### src/rtl/bcnt_pkg.sv
package bcnt_pkg;
    typedef enum logic {
        ST_HALT = 1'b0,
        ST_RUN  = 1'b1
    } run_state_t;
endpackage

### src/rtl/bcnt_regport.sv
module bcnt_regport #(
    parameter int BYTE_W = 8,
    localparam int CNT_W = 2 * BYTE_W
) (
    input  logic              clk,
    input  logic              rst_n,
    input  logic              bus_addr,
    input  logic              bus_rd,
    input  logic              bus_wr,
    input  logic [BYTE_W-1:0] bus_wdata,
    input  logic [CNT_W-1:0]  cnt_q,
    output logic [BYTE_W-1:0] bus_rdata,
    output logic              load_en,
    output logic [CNT_W-1:0]  load_val
);
    logic [BYTE_W-1:0] stage_q;
    logic              lo_rd, hi_wr;

    assign lo_rd = bus_rd && !bus_addr;
    assign hi_wr = bus_wr && bus_addr;

    always_ff @(posedge clk) begin
        if (!rst_n)
            stage_q <= '0;
        else if (hi_wr)
            stage_q <= bus_wdata;
        else if (lo_rd)
            stage_q <= cnt_q[CNT_W-1:BYTE_W];
    end

    always_comb begin
        bus_rdata = bus_addr ? stage_q : cnt_q[BYTE_W-1:0];
        load_en   = bus_wr && !bus_addr;
        load_val  = {stage_q, bus_wdata};
    end

    // a low-byte read captures the upper counter half
    p_stage_capture_r2: assert property (@(posedge clk) disable iff (!rst_n)
        (lo_rd && !hi_wr) |=> (stage_q == $past(cnt_q[CNT_W-1:BYTE_W])));

    // staging byte only moves on a high write or a low read
    p_stage_hold_r3: assert property (@(posedge clk) disable iff (!rst_n)
        (!lo_rd && !hi_wr) |=> $stable(stage_q));
endmodule

### src/rtl/bcnt_core.sv
module bcnt_core
    import bcnt_pkg::*;
#(
    parameter int CNT_W = 16,
    parameter int SEL_W = 3
) (
    input  logic             clk,
    input  logic             rst_n,
    input  logic             tick,
    input  logic [SEL_W-1:0] clk_sel,
    input  logic             cnt_en,
    input  logic             cnt_down,
    input  logic             cnt_clr,
    input  logic             load_en,
    input  logic [CNT_W-1:0] load_val,
    output logic [CNT_W-1:0] cnt_q,
    output logic             wrap_pulse
);
    localparam logic [CNT_W-1:0] MAXV = {CNT_W{1'b1}};

    run_state_t state_q, state_d;
    logic       accept;
    logic       up_wrap;

    always_comb begin
        state_d = state_q;
        unique case (state_q)
            ST_HALT: if (clk_sel != '0) state_d = ST_RUN;
            ST_RUN:  if (clk_sel == '0) state_d = ST_HALT;
        endcase
    end

    always_ff @(posedge clk) begin
        if (!rst_n) state_q <= ST_HALT;
        else        state_q <= state_d;
    end

    always_comb begin
        accept = 1'b0;
        unique case (state_q)
            ST_HALT: accept = 1'b0;
            ST_RUN:  accept = tick;
        endcase
        up_wrap = accept && !load_en && !cnt_clr && cnt_en && !cnt_down
                  && (cnt_q == MAXV);
    end

    always_ff @(posedge clk) begin
        if (!rst_n) begin
            cnt_q      <= '0;
            wrap_pulse <= 1'b0;
        end else begin
            wrap_pulse <= up_wrap;
            if (load_en)
                cnt_q <= load_val;
            else if (accept) begin
                if (cnt_clr)
                    cnt_q <= '0;
                else if (cnt_en && cnt_down)
                    cnt_q <= cnt_q - 1'b1;
                else if (cnt_en)
                    cnt_q <= cnt_q + 1'b1;
            end
        end
    end

    // nothing but a load moves the counter while halted
    p_halt_hold_r6: assert property (@(posedge clk) disable iff (!rst_n)
        (state_q == ST_HALT && !load_en) |=> $stable(cnt_q));

    // a bus load wins over any tick action
    p_load_prio_r7: assert property (@(posedge clk) disable iff (!rst_n)
        load_en |=> (cnt_q == $past(load_val)));

    // clear beats count on an accepted tick
    p_clear_r5: assert property (@(posedge clk) disable iff (!rst_n)
        (accept && cnt_clr && !load_en) |=> (cnt_q == '0));

    // the wrap pulse coincides with a zero count that followed the maximum
    p_wrap_r9: assert property (@(posedge clk) disable iff (!rst_n)
        $rose(wrap_pulse) |-> (cnt_q == '0 && $past(cnt_q) == MAXV));
endmodule

### src/rtl/updn_bytecnt.sv
module updn_bytecnt #(
    parameter int BYTE_W = 8,
    parameter int SEL_W  = 3
) (
    input  logic              clk,
    input  logic              rst_n,
    input  logic              bus_addr,
    input  logic              bus_rd,
    input  logic              bus_wr,
    input  logic [BYTE_W-1:0] bus_wdata,
    output logic [BYTE_W-1:0] bus_rdata,
    input  logic              tick,
    input  logic [SEL_W-1:0]  clk_sel,
    input  logic              cnt_en,
    input  logic              cnt_down,
    input  logic              cnt_clr,
    output logic              at_top,
    output logic              at_bottom,
    output logic              wrap_pulse
);
    localparam int CNT_W = 2 * BYTE_W;

    logic [CNT_W-1:0] cnt_q;
    logic [CNT_W-1:0] load_val;
    logic             load_en;

    bcnt_regport #(.BYTE_W(BYTE_W)) u_port (
        .clk       (clk),
        .rst_n     (rst_n),
        .bus_addr  (bus_addr),
        .bus_rd    (bus_rd),
        .bus_wr    (bus_wr),
        .bus_wdata (bus_wdata),
        .cnt_q     (cnt_q),
        .bus_rdata (bus_rdata),
        .load_en   (load_en),
        .load_val  (load_val)
    );

    bcnt_core #(.CNT_W(CNT_W), .SEL_W(SEL_W)) u_core (
        .clk        (clk),
        .rst_n      (rst_n),
        .tick       (tick),
        .clk_sel    (clk_sel),
        .cnt_en     (cnt_en),
        .cnt_down   (cnt_down),
        .cnt_clr    (cnt_clr),
        .load_en    (load_en),
        .load_val   (load_val),
        .cnt_q      (cnt_q),
        .wrap_pulse (wrap_pulse)
    );

    assign at_top    = (cnt_q == {CNT_W{1'b1}});
    assign at_bottom = (cnt_q == '0);

    // the two flags can never be high together
    p_flags_excl_r8: assert property (@(posedge clk) disable iff (!rst_n)
        !(at_top && at_bottom));
endmodule

### config.mk
export PLATFORM = sky130hd
export DESIGN_NAME = updn_bytecnt
export DESIGN_NICKNAME = d
export VERILOG_FILES = /design/src/rtl/bcnt_pkg.sv /design/src/rtl/bcnt_regport.sv /design/src/rtl/bcnt_core.sv /design/src/rtl/updn_bytecnt.sv
export SDC_FILE = /design/constraint.sdc
export NUM_CORES = 1
export LEC_CHECK = 0
export ABC_AREA = 1
export BUFFER_PORTS_ARGS = -buffer_cell sky130_fd_sc_hd__buf_2
export CAP_MARGIN = 5
export CORE_UTILIZATION = 31
export DETAILED_ROUTE_END_ITERATION = 10
export GPL_TIMING_DRIVEN = 0
export PLACE_DENSITY = 0.57
export SLEW_MARGIN = 40
export SYNTH_ARGS = -nofsm -noshare
export SYNTH_HDL_FRONTEND = slang
export SYNTH_SLANG_ARGS = --single-unit
### constraint.sdc
create_clock -name clk -period 2.1 [get_ports clk]
set_input_delay 0.42 -clock clk [delete_from_list [all_inputs] [get_ports clk]]
set_output_delay 0.42 -clock clk [all_outputs]
set_load 0.02 [all_outputs]
# Word-level counts from Yosys, hierarchy flattened
# Cells that the tools add are included.
# W data, S select, Z words.
totals:
  reg_bits: 26
  output_inout_bits: 11
  elab_cells: 40
op_classes:
  n_addsub: 2
  eq_ne: 1
  mux: 12
  n_bitwise: 1
  reduce_logical: 20
op_table:
  columns: ["operator", "count"]
  rows:
  - ["$mux W16", 5]
  - ["$mux W8", 3]
  - ["$add A16 B1 Y16 const B", 1]
  - ["$eq A16 B16 Y1 const B", 1]
  - ["$logic_not A16 Y1", 1]
  - ["$sub A16 B1 Y16 const B", 1]
  - ["$logic_and A1 B1 Y1", 9]
  - ["$logic_not A1 Y1", 4]
  - ["$pmux W1 S2", 2]
  - ["$reduce_bool A2 Y1", 2]
  - ["$reduce_bool A4 Y1", 1]
  - ["$logic_not A3 Y1", 1]
  - ["$reduce_bool A3 Y1", 1]
  - ["$mux W1", 2]
  - ["$reduce_and A2 Y1", 1]
  - ["$not A1 Y1", 1]

# Depth between registers and ports, before layout
# Gate-level depths: netlist of run 1.
depth:
  ltp_word: 8
  ltp_mapped: 16

# Hierarchy
# A second synthesis of run 1 with hierarchy kept.
unflattened:
  cells_unflattened: 461
  area_unflattened_um2: 2635.0
modules_own_cells:
  columns: ["mod", "instances", "cells_per_inst", "area_per_inst_um2", "seq_area_each_um2"]
  rows:
  - ["bcnt_core", 1, 305, 1828.0, 360.3]
  - ["bcnt_regport", 1, 114, 646.9, 160.2]
  - ["updn_bytecnt", 1, 42, 160.2, 0.0]

# Worst setup path before layout of run 1
# OpenSTA, ideal clock, no wires.
synth_timing:
  kind: "input -> register"
  from: "input cnt_en"
  to: "register u_core.cnt_q[8]"
  arrival_ns: 1.774
  setup_slack_ns: 0.256
  stages: 16
  path_buffers: 2
  cell_sequence: "nand2_2 buf_6 buf_8 nand2_4 nand2_1 inv_1 ha_1 inv_1 nand2_1 nand4_1 nand2_1 nand2_1 nand2_1 a21oi_1 o21ai_0 a21oi_1"
synth_between:
  elab_chain_cells: 5
  elab_cells_between_ends: 7
  classes_between: "mux: 4; reduce/logical: 3"
synth_lines:
  columns: ["element", "line", "source"]
  rows:
  - ["start, declared", "updn_bytecnt.sv:14", "input logic cnt_en,"]
  - ["$logic_and A1 B1 Y1", "bcnt_core.sv:59", "else if (cnt_en && cnt_down)"]
  - ["$mux W16", "bcnt_core.sv:59", null]
  - ["$mux W16", "bcnt_core.sv:57", "if (cnt_clr)"]
  - ["$mux W16", "bcnt_core.sv:56", "else if (accept) begin"]
  - ["$mux W16", "bcnt_core.sv:54", "if (load_en)"]
  - ["end signal, assigned", "bcnt_core.sv:55", "cnt_q <= load_val;"]
  - ["end signal, assigned", "bcnt_core.sv:60", "cnt_q <= cnt_q - 1'b1;"]
  - ["end signal, assigned", "bcnt_core.sv:62", "cnt_q <= cnt_q + 1'b1;"]
  - ["end, declared", "bcnt_core.sv:16", "output logic [CNT_W-1:0] cnt_q,"]
# Several ways; a longest one is shown, not always the timed one. The select of a mux whose other input is x is not followed.
# A chain may end at the register's enable or synchronous reset.

# Worst setup path after layout of run 1
layout_timing:
  from: "register u_core.cnt_q[11]"
  to: "output at_top"
layout_between:
  elab_chain_cells: 1
layout_lines:
  columns: ["element", "line", "source"]
  rows:
  - ["$eq A16 B16 Y1", "updn_bytecnt.sv:54", "assign at_top = (cnt_q == {CNT_W{1'b1}});"]
  - ["end, declared", "updn_bytecnt.sv:17", "output logic at_top,"]
# No other way between the ends.

==> results of run 1 <==
## cells in the final DEF, fill, tap and decap left out, types with 2 or more instances in the layout
cell type | Yosys | final
buf_2 | 5 | 35
nand3_2 | 7 | 7
a21oi_1 | 38 | 38
nor4_1 | 6 | 2
nor2_1 | 17 | 17
dfxtp_2 | 0 | 2
inv_2 | 5 | 5
nor4_2 | 0 | 4
xor2_1 | 2 | 2
dfxtp_1 | 26 | 24
ha_1 | 3 | 3
clkbuf_8 | 0 | 3
a221oi_1 | 3 | 3
nand2_1 | 96 | 96
nand4_1 | 6 | 6
o21ai_0 | 44 | 43
o21ai_1 | 1 | 2
a211oi_1 | 2 | 2
clkbuf_1 | 8 | 7
inv_1 | 42 | 42
a21oi_2 | 3 | 3
nand3_1 | 28 | 28
a31oi_1 | 5 | 5
nand2_2 | 14 | 14
## metal layers
layer  GRT usage, %  up-vias  wire [um]
met5              0        -          0
met4           5.07        0         56
met3           1.33        4        318
met2           33.1       65       3240
met1           28.6     1145       3550
li1               -     1316          -
## logic make-up (layout without fill, tap and decap cells)
logic type,Yosys count,in the layout
AO/OA/AOI/OAI,98,98
XOR/XNOR,2,2
adder cells (fa/ha/maj),3,3
buffers and inverters,63,96
flip-flops,26,26
AND/OR/NAND/NOR,181,181
## cell type report
| class | count | area (um2) |
|---|---|---|
| tap | 96 | 120 |
| fill | 819 | 4320 |
| timing repair buffer | 30 | 150 |
| sequential | 26 | 523 |
| buffer | 16 | 90.1 |
| inverter | 47 | 176 |
| multi-input combinational | 284 | 1490 |
| clock buffer | 3 | 41.3 |
## critical path: stages, from the launching register on
cell and delay, ns:
dfxtp_1 0.40, inv_1 0.16, nor4_2 0.31, nand4_1 0.19, inv_1 0.08, buf_2 0.16
## report_power, final
group	total, uW	switching [uW]	internal (uW)
sequential	577	41.7	536
clock	279	151	128
combinational	514	347	167
## how the worst max path moves through the flow
stage,start,end,cells after the start
5_1_grt,u_core.cnt_q[3],at_top,5
6_report,u_core.cnt_q[11],at_top,5
3_5_place_dp,cnt_en,u_core.cnt_q[8],16
2_1_floorplan,cnt_en,u_core.cnt_q[8],16
3_3_place_gp,cnt_en,u_core.cnt_q[8],16
4_1_cts,u_core.cnt_q[11],at_top,5
## stage by stage
stage / area (um2) / worst slack (ns) / TNS, ns / total power (uW) / std cells
after floorplan: 2250 / 0.256 / 0 / 935 / 373
after global placement: 2520 / -0.195 / -0.389 / 1080 / 499
after detailed placement: 2520 / -0.213 / -0.462 / 1090 / 499
after CTS: 2560 / 0.0575 / 0 / 1360 / 502
after global routing: 2590 / 0.00102 / 0 / 1460 / 502
final: 2590 / 0.110 / 0 / 1370 / 502
## flip-flops by register name, summed over array words and instances, names as in the netlist
| register | cells |
|---|---|
| u_core.cnt_q | 16 |
| u_port.stage_q | 8 |
| u_core.state_q | 1 |
| u_core.wrap_pulse | 1 |
## repair_timing
action	in CTS	in global routing
hold buffers	0	0
resized for setup	0	9
setup buffers	0	0
endpoints found under the setup margin	0	8
==> run_results.csv, run 1 <==
group,metric,value,unit
logic_synthesis,synth_most_common_cell,"nand2_1",
timing,max_freq,0.503,GHz
timing,relSlewSlack,69.5,%
route,drtIter0Drc,165,
logic_synthesis,async_flop_share,0,%
outcome,status,"finished, final reports clean",
layout,nets,431,
critical_path,critPathArrivalTime,1.57,ns
global_route,grt_pass1_vias,2362,
logic_synthesis,yosys.area_share.simple,38.4,%
clock_network,cts_tree,"done",
global_route,antenna_found_initial,0,
critical_path,r2r_slack,0.22,ns
logic_synthesis,syn-num-nets,396,
die,core-area,6910,um2
die,ioPinCount,31,
timing,hold_violations,0,
clock_network,clkLatencyLatePin,0.27,ns
global_route,grt_pass1_wl,11800,um
logic_synthesis,synth-compound-area-share,24.2,%
logic_synthesis,synth_flop_cell,"dfxtp_1",
timing,fin_crit_sh,94.8,%
timing,setup_viol,0,
die,dieArea,7600,um2
place,place_hpwl,5870,um
power,peakVddDrop,310,uV
clock_network,cts_made_buffers,3,
worst_hold_path,hp-class,"input port to flop",
global_route,grt_max_degree,14,
timing,worst_pin_slew,0.457,ns
route,postRouteAntennaNets,0,
layout,diodes,0,
timing,finalClockSkew,0.00488,ns
logic_synthesis,syn_inst,373,
place,numPortBuffers,30,
route,dr.pass1.iters,5,
worst_hold_path,whs_path_depth,3,
logic_synthesis,netlist_top_cells_count,"96 x nand2_1, 44 x o21ai_0, 42 x inv_1, 38 x a21oi_1, 28 x nand3_1",
die,die_h,87.2,um
place,gp_congestion,0.894,
worst_hold_path,whs_endpoint,"u_core.state_q",
logic_synthesis,avgSynthCellArea,6.03,um2
clock_network,cts_buffer_depth,2,
power,p_per_area,529,nW/um2
logic_synthesis,synth_xor_area_share,0.779,%
clock_network,cts.reportedPaths.clkPinSlew,0.09,ns
critical_path,setup.worst_path.start_class,"flop",
logic_synthesis,synth_edf_count,0,
logic_synthesis,synth_area_leaders,"dfxtp_1 23%, nand2_1 16%, o21ai_0 9.8%",
worst_hold_path,hold_start,"clk_sel[2]",
route,vias,2530,
route,wl_per_cell,14.3,um
logic_synthesis,ys_seq_elements,26,
timing,final_max_slew_viol_count,0,
logic_synthesis,yosysSeqAreaShare,23.1,%
logic_synthesis,ys_types,33,
route,drc,0,
critical_path,worstPathRequired,1.68,ns
layout,final_layout_size_suffix_gt1_share,20.4,%
die,initial_core_util,32.6,%
critical_path,reg2reg_to,"u_core.cnt_q[8]",
die,die_x,87.2,um
route,totalWireLength,7170,um
clock_network,numClockSinks,26,
clock_network,cts-root-buf,"clkbuf_8",
timing,finalCriticalPeriod,1.99,ns
power,cellLeakagePower,0.00125,uW
logic_synthesis,synth_warnings,0,
critical_path,worstSetupPathType,"flop to output pin",
critical_path,worst-path-max-fanout,5,
critical_path,worstSetupEndpointType,"output pin",
critical_path,worst_r2r_startpoint,"u_core.cnt_q[1]",
logic_synthesis,yosys.area_share.adder,1.67,%
logic_synthesis,synth_top_family_by_area,"simple AND/OR/NAND/NOR gates",
route,viasPerCell,5.04,
global_route,gr-total-overflow,0,
run,cap_violations,0,
clock_network,htree_num_levels,1,
logic_synthesis,synth.largest_area_cell,"dfxtp_1",
timing,rsz0062_at_grt,"false",
timing,whs,0.356,ns
logic_synthesis,yosysTopAreaCellShare,23.1,%
layout,final_core_utilization,37.5,%
die,rows,30,
layout,area_growth,15.1,%
global_route,grt_use_total,20.2,%
logic_synthesis,muxShareOfSynthArea,0,%
critical_path,reg2reg_depth,14,
logic_synthesis,synth_area,2250,um2
Note: power is estimated with default switching activity, not from simulation.
==> run 2: changes to the inputs <==
Settings changed: BUFFER_PORTS_ARGS -buffer_cell sky130_fd_sc_hd__buf_2 to -buffer_cell sky130_fd_sc_hd__buf_4, SYNTH_HIERARCHICAL set to 1.
==> run_results.csv, run 2 <==
group,metric,value,unit
outcome,status,"finished, final reports clean",
critical_path,crit_chain,"buf_4 > inv_1 > nor2_1 > buf_2 > nor2_4 > inv_1 > o22ai_4 > buf_4 > buf_2 > o21ai_0 > nor2_1",
layout,layout_common_cells,"129 x nand2_1, 78 x inv_1, 46 x nand3_1",
critical_path,slowest_delay,0.25,ns
route,totalWireLength,8110,um
critical_path,crit_slowest_cell,"o22ai_4",
critical_path,worst-path-max-fanout,10,
logic_synthesis,ys_types,34,
place,gp_congestion,0.840,
clock_network,cts.reportedPaths.clkPinSlew,0.09,ns
global_route,grt_max_degree,15,
timing,final_max_slew_viol_count,0,
layout,largest_reg_flops,16,
logic_synthesis,async_flop_share,0,%
layout,final_layout_size_suffix_gt1_share,19.8,%
clock_network,htree_num_levels,1,
power,peakVddDrop,280,uV
critical_path,worstPathRequired,2.31,ns
timing,max_freq,0.527,GHz
run,cap_violations,0,
place,numPortBuffers,30,
die,ioPinCount,31,
power,p_per_area,503,nW/um2
critical_path,worstSetupPathType,"input port to flop",
global_route,grt_pass1_vias,2731,
layout,final_core_utilization,37.6,%
layout,final_cell_area,3090,um2
global_route,grt_pass1_wl,13400,um
layout,reg_top3,"u_core/cnt_q x16, u_port/stage_q x8",
clock_network,cts_tree,"done",
place,postPlaceCellArea,2990,um2
clock_network,cts_made_buffers,3,
critical_path,critPathTopFamily,"buffers and inverters",
logic_synthesis,yosysTopAreaCellShare,19.8,%
worst_hold_path,hp-class,"input port to flop",
route,postRouteAntennaNets,0,
logic_synthesis,syn-num-nets,484,
logic_synthesis,avgSynthCellArea,5.72,um2
die,rows,33,
critical_path,setup.worst_path.start_class,"input port",
route,drtIter0Drc,151,
timing,setup_viol,0,
timing,finalCriticalPeriod,1.90,ns
logic_synthesis,syn_inst,461,
route,wl_per_cell,13.4,um
critical_path,critPathBufInv,6,
layout,nets,523,
die,die_x,94.2,um
layout,multi_input_area,1650,um2
layout,diodes,0,
logic_synthesis,synth_edf_count,0,
layout,nFillCells,919,
die,dieArea,8870,um2
clock_network,clkLatencyLatePin,0.27,ns
critical_path,critPathArrivalTime,2.11,ns
die,core-area,8220,um2
power,cellLeakagePower,0.00157,uW
layout,layout_commonest_cell,"nand2_1",
route,drc,0,
timing,rsz0062_at_grt,"false",
logic_synthesis,synth_area_leaders,"dfxtp_1 20%, nand2_1 18%, inv_1 11%",
logic_synthesis,netlist_top_cells_count,"129 x nand2_1, 78 x inv_1, 46 x nand3_1, 41 x a21oi_1, 30 x o21ai_0",
layout,area_growth,17.2,%
logic_synthesis,ys_seq_elements,26,
global_route,antenna_found_initial,0,
critical_path,worstSetupEndpointType,"flop",
timing,fin_crit_sh,90.4,%
clock_network,cts-root-buf,"clkbuf_8",
timing,worst_pin_slew,0.457,ns
route,dr.pass1.iters,4,
logic_synthesis,synth_area,2640,um2
route,viasPerCell,4.76,
logic_synthesis,synth_flop_cell,"dfxtp_1",
timing,relSlewSlack,69.5,%
layout,regArea,520,um2
global_route,gr-total-overflow,0,
timing,hold_violations,0,
place,place_hpwl,6490,um
clock_network,numClockSinks,26,
timing,finalClockSkew,0.00298,ns
logic_synthesis,synth_most_common_cell,"nand2_1",
die,initial_core_util,32.1,%
logic_synthesis,yosysSeqAreaShare,19.8,%
timing,fin_tns_setup,0,ns
route,vias,2875,
die,die_h,94.2,um
clock_network,cts_hold_buffers,0,
logic_synthesis,synth_warnings,6,
global_route,grt_use_total,19.5,%
logic_synthesis,synth.largest_area_cell,"dfxtp_1",
layout,regMostFlops,"u_core/cnt_q",
clock_network,cts_buffer_depth,2,
[run 2: changes by cell type after synthesis, sizes merged, moves of 4 or more]
cell / change
a31oi: -4
inv: +34
buf: +11
nor4: -4
nand4: -4
nand3: +13
o21ai: -14
nand2: +42
nor2: +7
clkbuf: -5
[run 2: what timing repair did]
action / in CTS / in global routing
gates resized for setup: 0 / 2
buffers inserted: 0 / 5
endpoints found under the hold margin: 0 / 0
endpoints found under the setup margin: 0 / 10
[run 2: where the power goes]
| group | internal [uW] | switching (uW) |
|---|---|---|
| clock | 168 | 167 |
| combinational | 234 | 376 |
| sequential | 536 | 71.2 |
[run 2: final timing paths]
path | startpoint | to | slack (ns) | cells after the start
setup / recovery | bus_wr | u_core/cnt_q[0] | 0.20 | 11
hold / removal | clk_sel[2] | u_core/state_q | 0.35 | 3
setup reg to reg | u_core/cnt_q[1] | u_core/cnt_q[6] | 0.23 | 10
hold reg to reg | u_port/stage_q[1] | u_core/cnt_q[9] | 0.56 | 2
[run 2: cell type report]
cell class | count | area share [%]
clock buffers | 4 | 1.78
well taps | 105 | 4.25
plain buffers | 21 | 4.74
repair buffers | 35 | 8.51
multi-input cells | 329 | 53.6
inverters | 84 | 10.3
flip-flops and latches | 26 | 16.9
[run 2: metrics by stage]
stage,cells,hold slack (ns),setup slack [ns],total power (uW)
floorplan,461,0.497,0.359,1020
global placement,596,0.535,-0.234,1200
detailed placement,596,0.525,-0.278,1210
CTS,600,0.350,0.0151,1540
global route,604,0.374,0.0154,1670
finish,604,0.351,0.202,1550
[run 2: logic make-up after synthesis]
family,synth area share (%)
buffers and inverters,17.8
DFF,19.8
adders and majority gates,1.42
xor gates and xnor gates,1.66
and+or+nand+nor,41.3
AOI/OAI and AO/OA,18.1
[run 2: per-layer routing]
metal  GRT usage [%]  up-vias  part of all wire (%)
li1                -     1524                     -
met2            33.8       64                    47
met1            25.5     1279                    47
met3           0.971        8                   3.6
met4            6.41        0                   1.8
met5               0        -                     0
[run 2: tightest hold or removal path, cell delays in order]
cell	delay (ns)
buf_4	0.08
nor3_1	0.03
nor2_1	0.06
